## src/rtl/spi_crc_pkg.sv

```systemverilog
package spi_crc_pkg;

    localparam int FRAME_W = 24;
    localparam int CRC_W   = 5;
    localparam int PAY_W   = FRAME_W - CRC_W;
    localparam int ADDR_W  = 7;
    localparam int DATA_W  = 8;
    localparam int STAT_W  = 3;
    localparam int HDR_W   = 1 + ADDR_W;
    localparam int CNT_MAX = FRAME_W + 1;
    localparam int CNT_W   = $clog2(CNT_MAX + 1);

    localparam logic [CRC_W:0]   CRC_POLY = 6'h35;
    localparam logic [CRC_W-1:0] CRC_SEED = 5'h07;

    // Remainder of {payload, seed} over the generator, MSB first.
    function automatic logic [CRC_W-1:0] crc5_calc(input logic [PAY_W-1:0] pay);
        logic [FRAME_W-1:0] word;
        logic [CRC_W:0]     acc;
        word = {pay, CRC_SEED};
        acc  = word[FRAME_W-1 -: CRC_W+1];
        if (acc[CRC_W]) acc = acc ^ CRC_POLY;
        for (int i = FRAME_W - CRC_W - 2; i >= 0; i--) begin
            acc = {acc[CRC_W-1:0], word[i]};
            if (acc[CRC_W]) acc = acc ^ CRC_POLY;
        end
        return acc[CRC_W-1:0];
    endfunction

    // Response frame: inputs, second byte, status, checksum.
    function automatic logic [FRAME_W-1:0] build_resp(
        input logic [DATA_W-1:0] din,
        input logic [DATA_W-1:0] second,
        input logic [STAT_W-1:0] stat
    );
        logic [PAY_W-1:0] pay;
        pay = {din, second, stat};
        return {pay, crc5_calc(pay)};
    endfunction

    typedef struct packed {
        logic [FRAME_W-1:0] rx;
        logic [FRAME_W-1:0] sh;
        logic [FRAME_W-1:0] pend;
        logic [CNT_W-1:0]   cnt;
        logic               in_bit;
        logic [DATA_W-1:0]  snap_in;
        logic [DATA_W-1:0]  snap_wb;
        logic [STAT_W-1:0]  snap_st;
    } eng_t;

endpackage

```

## src/rtl/spi_pin_sync.sv

```systemverilog
module spi_pin_sync #(
    parameter int STAGES = 2
) (
    input  logic clk,
    input  logic rst_n,
    input  logic sclk,
    input  logic cs_n,
    input  logic sdi,
    output logic sdi_s,
    output logic sclk_rise,
    output logic sclk_fall,
    output logic cs_act,
    output logic cs_start,
    output logic cs_end
);

    typedef struct packed {
        logic [STAGES-1:0] sck;
        logic [STAGES-1:0] csn;
        logic [STAGES-1:0] dat;
        logic              sck_prev;
        logic              act_prev;
    } sync_t;

    sync_t sync_d, sync_q;
    logic  sck_s;

    always_comb begin
        sync_d          = sync_q;
        sync_d.sck      = {sync_q.sck[STAGES-2:0], sclk};
        sync_d.csn      = {sync_q.csn[STAGES-2:0], cs_n};
        sync_d.dat      = {sync_q.dat[STAGES-2:0], sdi};
        sync_d.sck_prev = sync_q.sck[STAGES-1];
        sync_d.act_prev = !sync_q.csn[STAGES-1];
    end

    always_ff @(posedge clk or negedge rst_n) begin
        if (!rst_n) begin
            sync_q     <= '0;
            sync_q.csn <= '1;
        end else begin
            sync_q <= sync_d;
        end
    end

    assign sck_s     = sync_q.sck[STAGES-1];
    assign sdi_s     = sync_q.dat[STAGES-1];
    assign sclk_rise = sck_s && !sync_q.sck_prev;
    assign sclk_fall = !sck_s && sync_q.sck_prev;
    assign cs_act    = !sync_q.csn[STAGES-1];
    assign cs_start  = cs_act && !sync_q.act_prev;
    assign cs_end    = !cs_act && sync_q.act_prev;

endmodule

```

## src/rtl/spi_cmd_regs.sv

```systemverilog
module spi_cmd_regs
    import spi_crc_pkg::*;
#(
    parameter int NUM_CFG    = 2,
    parameter int FAULT_ADDR = 1,
    parameter int FEN_ADDR   = 2,
    parameter int CFG_BASE   = 3
) (
    input  logic              clk,
    input  logic              rst_n,
    input  logic              frame_done,
    input  logic              crc_ok,
    input  logic              cmd_wr,
    input  logic [ADDR_W-1:0] cmd_addr,
    input  logic [DATA_W-1:0] cmd_data,
    input  logic [ADDR_W-1:0] rd_addr,
    output logic [DATA_W-1:0] rd_data,
    output logic              fault_n
);

    localparam logic [ADDR_W-1:0] A_FAULT = ADDR_W'(FAULT_ADDR);
    localparam logic [ADDR_W-1:0] A_FEN   = ADDR_W'(FEN_ADDR);

    typedef struct packed {
        logic                            flag;
        logic [DATA_W-1:0]               fen;
        logic [NUM_CFG-1:0][DATA_W-1:0]  cfg;
    } regs_t;

    regs_t regs_d, regs_q;
    logic [NUM_CFG-1:0] wr_hit;
    logic [NUM_CFG-1:0] rd_hit;

    genvar g;
    generate
        for (g = 0; g < NUM_CFG; g++) begin : g_cfg_dec
            assign wr_hit[g] = (cmd_addr == ADDR_W'(CFG_BASE + g));
            assign rd_hit[g] = (rd_addr == ADDR_W'(CFG_BASE + g));
        end
    endgenerate

    always_comb begin
        regs_d = regs_q;
        if (frame_done) begin
            regs_d.flag = !crc_ok;
            if (crc_ok && cmd_wr) begin
                if (cmd_addr == A_FEN) regs_d.fen = cmd_data;
                for (int i = 0; i < NUM_CFG; i++) begin
                    if (wr_hit[i]) regs_d.cfg[i] = cmd_data;
                end
            end
        end
    end

    always_ff @(posedge clk or negedge rst_n) begin
        if (!rst_n) regs_q <= '0;
        else        regs_q <= regs_d;
    end

    always_comb begin
        rd_data = '0;
        if (rd_addr == A_FAULT) rd_data = {{(DATA_W-1){1'b0}}, regs_q.flag};
        if (rd_addr == A_FEN)   rd_data = regs_q.fen;
        for (int i = 0; i < NUM_CFG; i++) begin
            if (rd_hit[i]) rd_data = regs_q.cfg[i];
        end
    end

    assign fault_n = !(regs_q.flag && regs_q.fen[0]);

    // a rejected frame latches the flag and leaves the registers alone
    p_bad_sets_flag_r3: assert property (@(posedge clk) disable iff (!rst_n)
        frame_done && !crc_ok |=> regs_q.flag);
    p_bad_no_write_r3: assert property (@(posedge clk) disable iff (!rst_n)
        frame_done && !crc_ok |=> $stable(regs_q.cfg) && $stable(regs_q.fen));
    // only a good complete frame clears the flag; otherwise it holds
    p_good_clears_r4: assert property (@(posedge clk) disable iff (!rst_n)
        frame_done && crc_ok |=> !regs_q.flag);
    p_flag_hold_r4: assert property (@(posedge clk) disable iff (!rst_n)
        !frame_done |=> $stable(regs_q.flag));

endmodule

```

## src/rtl/spi_crc_target.sv

```systemverilog
module spi_crc_target
    import spi_crc_pkg::*;
#(
    parameter int SYNC_STAGES = 2,
    parameter int NUM_CFG     = 2,
    parameter int FAULT_ADDR  = 1,
    parameter int FEN_ADDR    = 2,
    parameter int CFG_BASE    = 3
) (
    input  logic              clk,
    input  logic              rst_n,
    input  logic              chain_mode,
    input  logic              sclk,
    input  logic              cs_n,
    input  logic              sdi,
    output logic              sdo,
    input  logic [DATA_W-1:0] sense_in,
    input  logic [DATA_W-1:0] open_wire,
    input  logic              vsup_low,
    input  logic              vsup_lost,
    output logic              fault_n
);

    localparam logic [CNT_W-1:0] CNT_FULL = CNT_W'(FRAME_W);
    localparam logic [CNT_W-1:0] CNT_HDR  = CNT_W'(HDR_W - 1);
    localparam logic [CNT_W-1:0] CNT_SAT  = CNT_W'(CNT_MAX);
    localparam int               TAIL_W   = FRAME_W - HDR_W;

    logic sdi_s, sclk_rise, sclk_fall, cs_act, cs_start, cs_end;

    spi_pin_sync #(.STAGES(SYNC_STAGES)) u_sync (
        .clk       (clk),
        .rst_n     (rst_n),
        .sclk      (sclk),
        .cs_n      (cs_n),
        .sdi       (sdi),
        .sdi_s     (sdi_s),
        .sclk_rise (sclk_rise),
        .sclk_fall (sclk_fall),
        .cs_act    (cs_act),
        .cs_start  (cs_start),
        .cs_end    (cs_end)
    );

    eng_t eng_d, eng_q;

    logic [FRAME_W-1:0] rx_next;
    logic               frame_done;
    logic               crc_ok;
    logic               cmd_wr;
    logic [ADDR_W-1:0]  cmd_addr;
    logic [DATA_W-1:0]  cmd_data;
    logic [ADDR_W-1:0]  rd_addr;
    logic [DATA_W-1:0]  rd_data;
    logic [STAT_W-1:0]  live_st;
    logic [FRAME_W-1:0] patch;

    assign rx_next    = {eng_q.rx[FRAME_W-2:0], sdi_s};
    assign frame_done = cs_end && (eng_q.cnt == CNT_FULL);
    assign cmd_wr     = eng_q.rx[FRAME_W-1];
    assign cmd_addr   = eng_q.rx[FRAME_W-2 -: ADDR_W];
    assign cmd_data   = eng_q.rx[FRAME_W-HDR_W-1 -: DATA_W];
    assign crc_ok     = (crc5_calc(eng_q.rx[FRAME_W-1:CRC_W]) == eng_q.rx[CRC_W-1:0]);
    assign rd_addr    = cs_end ? cmd_addr : rx_next[ADDR_W-1:0];
    assign live_st    = {vsup_low, vsup_lost, |open_wire};
    assign patch      = build_resp(eng_q.snap_in,
                                   rx_next[HDR_W-1] ? eng_q.snap_wb : rd_data,
                                   eng_q.snap_st);

    spi_cmd_regs #(
        .NUM_CFG    (NUM_CFG),
        .FAULT_ADDR (FAULT_ADDR),
        .FEN_ADDR   (FEN_ADDR),
        .CFG_BASE   (CFG_BASE)
    ) u_regs (
        .clk        (clk),
        .rst_n      (rst_n),
        .frame_done (frame_done),
        .crc_ok     (crc_ok),
        .cmd_wr     (cmd_wr),
        .cmd_addr   (cmd_addr),
        .cmd_data   (cmd_data),
        .rd_addr    (rd_addr),
        .rd_data    (rd_data),
        .fault_n    (fault_n)
    );

    always_comb begin
        eng_d = eng_q;
        if (cs_start) begin
            eng_d.cnt     = '0;
            eng_d.snap_in = sense_in;
            eng_d.snap_wb = open_wire;
            eng_d.snap_st = live_st;
            if (chain_mode) eng_d.sh = eng_q.pend;
            else            eng_d.sh = build_resp(sense_in, open_wire, live_st);
        end else if (cs_act) begin
            if (sclk_rise) begin
                eng_d.rx     = rx_next;
                eng_d.in_bit = sdi_s;
                if (eng_q.cnt != CNT_SAT) eng_d.cnt = eng_q.cnt + 1'b1;
                // Header complete: swap in the answer for the rest of the frame.
                if (!chain_mode && eng_q.cnt == CNT_HDR) begin
                    eng_d.sh[FRAME_W-2 -: TAIL_W] = patch[TAIL_W-1:0];
                end
            end
            if (sclk_fall) begin
                eng_d.sh = {eng_q.sh[FRAME_W-2:0], eng_q.in_bit};
            end
        end
        if (frame_done && chain_mode) begin
            eng_d.pend = build_resp(sense_in,
                                    (!cmd_wr && crc_ok) ? rd_data : open_wire,
                                    live_st);
        end
    end

    always_ff @(posedge clk or negedge rst_n) begin
        if (!rst_n) eng_q <= '0;
        else        eng_q <= eng_d;
    end

    assign sdo = cs_act && eng_q.sh[FRAME_W-1];

    // no bit is taken in while the frame is not selected
    p_rx_idle_r11: assert property (@(posedge clk) disable iff (!rst_n)
        !cs_act && !cs_end |=> $stable(eng_q.rx));
    // an incomplete or overlong frame leaves the chained answer alone
    p_pend_hold_r10: assert property (@(posedge clk) disable iff (!rst_n)
        cs_end && eng_q.cnt != CNT_FULL |=> $stable(eng_q.pend));

endmodule

```

## config.mk

```make
export PLATFORM = sky130hd
export DESIGN_NAME = spi_crc_target
export DESIGN_NICKNAME = d
export VERILOG_FILES = /design/src/rtl/spi_crc_pkg.sv /design/src/rtl/spi_pin_sync.sv /design/src/rtl/spi_cmd_regs.sv /design/src/rtl/spi_crc_target.sv
export SDC_FILE = /design/constraint.sdc
export NUM_CORES = 1
export LEC_CHECK = 0
export BUFFER_PORTS_ARGS = -buffer_cell sky130_fd_sc_hd__buf_2
export CORE_UTILIZATION = 55
export DETAILED_ROUTE_END_ITERATION = 16
export PLACE_DENSITY = 0.78
export SYNTH_ARGS = -nofsm -noshare
export SYNTH_HDL_FRONTEND = slang
export SYNTH_HIERARCHICAL = 1
export SYNTH_SLANG_ARGS = --single-unit
```

## constraint.sdc

```tcl
create_clock -name clk -period 8.4 [get_ports clk]
set_input_delay 0.84 -clock clk [delete_from_list [all_inputs] [get_ports clk]]
set_output_delay 0.84 -clock clk [all_outputs]
set_load 0.005 [all_outputs]
```

Word level (Yosys, flattened, before mapping)
Cells that the tools add are included.
Cells by class
  bitwise operators: 77
  $add $sub $neg: 1
  multiplexer cells: 146
  equal/unequal tests: 12
  reductions and logical operators: 32
Operators by type and width (count)
  $mux 5: 131
  $not 3->3: 75
  $mux 24: 4
  $mux 8: 5
  $mux 16: 2
  $eq 7x2->1 const B: 4
  $reduce_and 3->1: 6
  $eq 7x3->1 const B: 2
  $mux 6: 2
  $logic_and 1x1->1: 11
  $logic_not 1->1: 8
  $reduce_or 8->1: 1
  $eq 7x1->1 const B: 1
  $mux 7: 1
  $reduce_bool 2->1: 3
  $reduce_bool 3->1: 2
  $add 5x1->5 const B: 1
  $eq 5x3->1 const B: 1
  $eq 5x5->1: 1
  $eq 5x5->1 const B: 1
  $ne 5x5->1 const B: 1
  $ne 2x2->1 const B: 1
  $not 1->1: 2
  $reduce_and 2->1: 1
  $mux 1: 1
Storage, ports and cells
  output and inout bits: 2
  bits of input ports: 24
  bits in registers: 130

Logic depth before layout (Yosys ltp)
  depth in word-level cells: 88
  depth in mapped cells: 18
  mapped depth without buffers: 15

Cells and area by module
The synthesis kept the hierarchy.
Modules (own cells, without submodules)
  spi_crc_target: cells each 587, area each 6288.5 um^2, instances 1
  spi_cmd_regs: cells each 97, area each 1272.5 um^2, instances 1
  spi_pin_sync: cells each 13, area each 231.5 um^2, instances 1

Worst setup path after synthesis
No wires, ideal clock.
  path type: reg2reg
  from: register u_sync/sync_q[5] (netlist bit)
  to: register eng_q[25] (netlist bit)
  required time: 8.268 ns
  path buffers: 2
  setup time: 0.132 ns
  slack: 4.254 ns
  arrival time: 4.014 ns
  period minus slack after synthesis: 4.146 ns
  stages on the path, launching flop included: 15
  cells stage by stage: dfstp_2 and2_1 clkbuf_1 mux2_2 or4b_4 nor4_4 a221o_1 clkbuf_1 xor2_1 mux2i_2 xnor2_2 xnor2_4 xnor3_1 xnor2_1 o21ai_1
RTL lines
  start, declared: RTL line spi_pin_sync.sv:25  | sync_t sync_d, sync_q;
  start signal, assigned: RTL line spi_pin_sync.sv:42  | sync_q <= sync_d;
  $logic_and 1x1->1 (*): RTL line spi_pin_sync.sv:52  | assign cs_end = !cs_act && sync_q.act_prev;
  named net cs_end: RTL line spi_crc_target.sv:29  | logic sdi_s, sclk_rise, sclk_fall, cs_act, cs_start, cs_end;
  $mux 7 (*): RTL line spi_crc_target.sv:64  | assign rd_addr = cs_end ? cmd_addr : rx_next[ADDR_W-1:0];
  named net rd_addr[1]: RTL line spi_crc_target.sv:53  | logic [ADDR_W-1:0] rd_addr;
  $eq 7x2->1: RTL line spi_cmd_regs.sv:63  | if (rd_addr == A_FEN) rd_data = regs_q.fen;
  $mux 8: RTL line spi_cmd_regs.sv:63
  $mux 8: RTL line spi_cmd_regs.sv:65  | if (rd_hit[i]) rd_data = regs_q.cfg[i];
  $mux 8 (*): RTL line spi_cmd_regs.sv:65
  named net rd_data[4]: RTL line spi_crc_target.sv:54  | logic [DATA_W-1:0] rd_data;
  [... 23 more ...]
  $mux 5 (*): RTL line spi_crc_pkg.sv:25  | if (acc[CRC_W]) acc = acc ^ CRC_POLY;
  $mux 5 (*): RTL line spi_crc_target.sv:111  | if (frame_done && chain_mode) begin
  $mux 5 (*): RTL line spi_crc_pkg.sv:25
  $mux 5 (*): RTL line spi_crc_target.sv:111
  $not 3->3 (no source line) / $mux 5 (equally long branches)
  $mux 5 (*): RTL line spi_crc_pkg.sv:25
  $mux 5 (*): RTL line spi_crc_target.sv:111
  $mux 5 (*): RTL line spi_crc_pkg.sv:25
  end signal, assigned: RTL line spi_crc_target.sv:120  | else eng_q <= eng_d;
  end, declared: RTL line spi_crc_target.sv:45  | eng_t eng_d, eng_q;
The timed path passes the listed nets; every way through them passes the cells marked *. The select of a mux whose other input is x is not followed.
A chain may end at the register's enable or synchronous reset.

Final worst setup path
  from: register eng_q (netlist bit cmd_addr[4])
  to: register eng_q[25] (netlist bit)
Between the ends
  word-level cells in the longest chain between the ends: 68
RTL lines
  $not 3->3 (no source line)
  $mux 5: RTL line spi_crc_pkg.sv:22  | if (acc[CRC_W]) acc = acc ^ CRC_POLY;
  $mux 5: RTL line spi_crc_pkg.sv:25
  $not 3->3 (no source line)
  $mux 5 (3 in a row): RTL line spi_crc_pkg.sv:25
  $not 3->3 (no source line) / $mux 5 (equally long branches)
  $mux 5 / $not 3->3 (equally long branches)
  $mux 5: RTL line spi_crc_pkg.sv:25
  [... 50 more ...]
  $mux 5 (*): RTL line spi_crc_pkg.sv:25
  $mux 5 (*): RTL line spi_crc_target.sv:111
  $mux 5 (*): RTL line spi_crc_pkg.sv:25
  $mux 5 (*): RTL line spi_crc_target.sv:111
  $not 3->3 (no source line)
  $mux 5 (*): RTL line spi_crc_pkg.sv:25
  $mux 5 (*): RTL line spi_crc_target.sv:111
  $mux 5 (*): RTL line spi_crc_pkg.sv:25
Mark *: on every way between the ends. The rest lies on a longest branch, timed or not. The select of a mux whose other input is x is not followed.

==> impl_metrics.json <==
{
  "report.final.slew_viol_count": 0,
  "arrival_ps": 5010,
  "postCtsHoldBufs": 0,
  "drtIter0Drc": 373,
  "grt-ovfl-total": 0,
  "synthArstFlopShare": 1.00,
  "r2r_slack_ps": 3680,
  "path_max_fanout": 14,
  "synth_edf_count": 0,
  "post-place-ws_ps": 3760,
  "status": "finished clean",
  "synth_cells": 697,
  "synthTopCellsByArea": "dfrtp_1, mux2_2, xnor2_1",
  "setup_ws_ps": 3680,
  "hpwl_mm": 12.2,
  "clk_pin_slew_worst_paths_ps": 60,
  "hold_end": "u_sync/sck_s",
  "p_leak_nw": 3.93,
  "final_nets": 734,
  "yosysUniqueCellTypes": 61,
  "period_share": 0.562,
  "areaGrowthSynthToFinish_pct": 10.8,
  "grt_pass1_vias": 5397,
  "met1_usage": 0.341,
  "rr_worst_depth": 13,
  "r2r-start": "cmd_addr[4]",
  "wirelength_mm": 17.6,
  "min_from": "u_sync/sync_d[7]",
  "fp.dieH_um": 121,
  "seqPwrFrac": 0.326,
  "cts.sinks": 129,
  "min_path_cells": 0,
  "max_freq_mhz": 212,
  "ys_seq_area_frac": 0.415,
  "layout_min_cycle_time_ps": 4720,
  "row_count": 43,
  "ir_drop_mv": 0.206,
  "ioPinCount": 26,
  "fin_skew_ps": 9.85,
  "antenna_found_initial": 1,
  "finalHoldViolations": 0,
  "core_area_mm2": 0.0138,
  "crit_path_start_kind": "flip-flop",
  "place_congestion": 0.856,
  "ys_warn_count": 6,
  "total_power_mw": 2.31,
  "drv_cap": 0,
  "intPower_mw": 1.57,
  "power_switching_share": 0.322,
  "worstHoldPathType": "reg -> reg",
  "setup_viol": 0,
  "via_per_inst": 5.87,
  "tightest_slew_ps": 1230,
  "avgRoutedWirePerCell_um": 19.5,
  "grt_pass1_wl_mm": 28.8,
  "final_common_cell": "dfrtp_1",
  "cts-resized-gates": 0,
  "root_buffer": "clkbuf_16",
  "grtUsageTotal": 0.261,
  "drc_errors": 0,
  "ys_ff_latch": 129,
  "netSwitchingPower_uw": 744,
  "fp.dieArea_mm2": 0.0146,
  "grt_busiest_layer": "met2",
  "dr.pass1.iters": 5,
  "grt_max_degree": 75,
  "synth_flop_cell": "dfrtp_1",
  "cp-end-kind": "flip-flop",
  "post_cts.repair.setup_buffers": 0,
  "syn_nets": 724,
  "postRouteAntennaNets": 0,
  "yosysTopAreaCell": "dfrtp_1",
  "path_class": "reg -> reg",
  "drive_above_1_share": 0.246,
  "initial_utilization": 0.564,
  "pwr-share-comb": 0.350,
  "mostFrequentLayoutCells": "dfrtp_1, mux2_2, xnor2_1, nand2_1, o21ai_0",
  "die_x_um": 121,
  "timing.slew.headroom": 0.181,
  "synth.cell_area_mm2": 0.00779,
  "yosys.area.top_type_share": 0.408,
  "syn_avg_cell_area_um2": 11.2,
  "power.share.clock": 0.325,
  "cts_buffer_depth": 2,
  "clkLatencyLatePin_ps": 430,
  "cp.required_ps": 8690,
  "p_per_area_mw_per_mm2": 268,
  "rsz0062_at_grt": "no",
  "port_buffers": 25,
  "final.setup.tns_ps": 0,
  "grt.met3_usage": 0.0536,
  "tritoncts": "done",
  "vias": 5290,
  "r2r_end": "eng_q[25]",
  "h-tree-depth": 4,
  "gr-usage-met2": 0.425,
  "cts_buffers": 17
}
cells in the mapped netlist (3+ instances only):
cell type	instances
mux2_2	96
xnor3_1	11
o211ai_1	3
a21oi_1	15
inv_1	11
nand2b_1	9
o21ai_1	5
nor2_1	21
clkbuf_1	29
ha_1	3
buf_1	4
nand2_1	60
dfrtp_1	127
buf_2	4
a221o_1	7
and2_1	6
nor2b_1	4
a211oi_1	6
nor3_1	7
and3_1	3
nand4_1	5
xnor2_1	87
mux2i_1	39
o21ai_0	47
xor2_1	44
state kept, by name, summed over array words and instances (netlist names):
| name | flops |
|---|---|
| u_regs/regs_q | 25 |
| eng_q | 80 |
| cmd_data | 8 |
| cmd_wr | 1 |
| u_sync/sck_s | 1 |
| u_sync/sync_d | 3 |
| u_sync/sync_q | 3 |
| u_sync/sdi_s | 1 |
| cmd_addr | 7 |
critical path: stages, from the launching register on:
cell,delay [ps]
dfrtp_1,500
xor2_1,180
xnor3_1,440
xnor3_1,410
xor2_1,450
or4_1,220
a21oi_2,80
o31ai_4,800
mux2i_1,230
xnor2_1,400
xnor2_4,180
xnor3_1,470
xnor2_1,150
o21ai_1,70
power groups by stage:
stage          combinational, mW  sequential (mW)  clock [mW]
2_1_floorplan              0.685            0.731           0
3_3_place_gp               0.782            0.758           0
3_5_place_dp               0.802            0.761           0
4_1_cts                    0.811            0.752       0.762
5_1_grt                    0.876            0.760       0.787
6_report                   0.809            0.754       0.751
per-stage QoR:
| stage | utilization | cells | area, um^2 | hold WS (ps) |
|---|---|---|---|---|
| 2_1_floorplan | - | 697 | 7790 | 331 |
| 3_3_place_gp | 0.581 | 868 | 8030 | 340 |
| 3_5_place_dp | 0.581 | 868 | 8030 | 341 |
| 4_1_cts | 0.624 | 900 | 8630 | 363 |
| 5_1_grt | 0.624 | 900 | 8630 | 366 |
| 6_report | 0.624 | 901 | 8630 | 356 |
logic make-up after synthesis:
kind of cell	share of synthesized area
XOR/XNOR	0.195
AND/OR/NAND/NOR	0.0917
AO/OA/AOI/OAI	0.0763
adder cells (fa/ha/maj)	0.00482
buffers and inverters	0.0257
multiplexers	0.192
flip-flops	0.415
layout make-up:
| cell class | count | area [um^2] |
|---|---|---|
| diodes | 1 | 2.50 |
| clock buffers | 22 | 464 |
| clock inverters | 10 | 134 |
| fillers | 1062 | 5190 |
| inverters | 12 | 45.0 |
| multi-input cells | 518 | 4370 |
| flip-flops and latches | 129 | 3230 |
| well taps | 180 | 225 |
| repair buffers | 29 | 158 |
worst max-delay path by stage:
stage                startpoint   endpoint  cells after the start
3_3_place_gp        cmd_addr[3]  eng_q[25]                     13
2_1_floorplan  u_sync/sync_q[5]  eng_q[25]                     14
5_1_grt             cmd_addr[4]  eng_q[26]                     13
4_1_cts             cmd_addr[3]  eng_q[26]                     13
6_report            cmd_addr[4]  eng_q[25]                     13
3_5_place_dp        cmd_addr[3]  eng_q[26]                     13
metal layers:
| metal | vias up | part of all wire |
|---|---|---|
| met1 | 2682 | 0.44 |
| met2 | 142 | 0.49 |
| met5 | - | 0 |
| met3 | 30 | 0.045 |
| li1 | 2436 | - |
| met4 | 0 | 0.024 |
No activity file was read; power rests on OpenSTA's default activity.
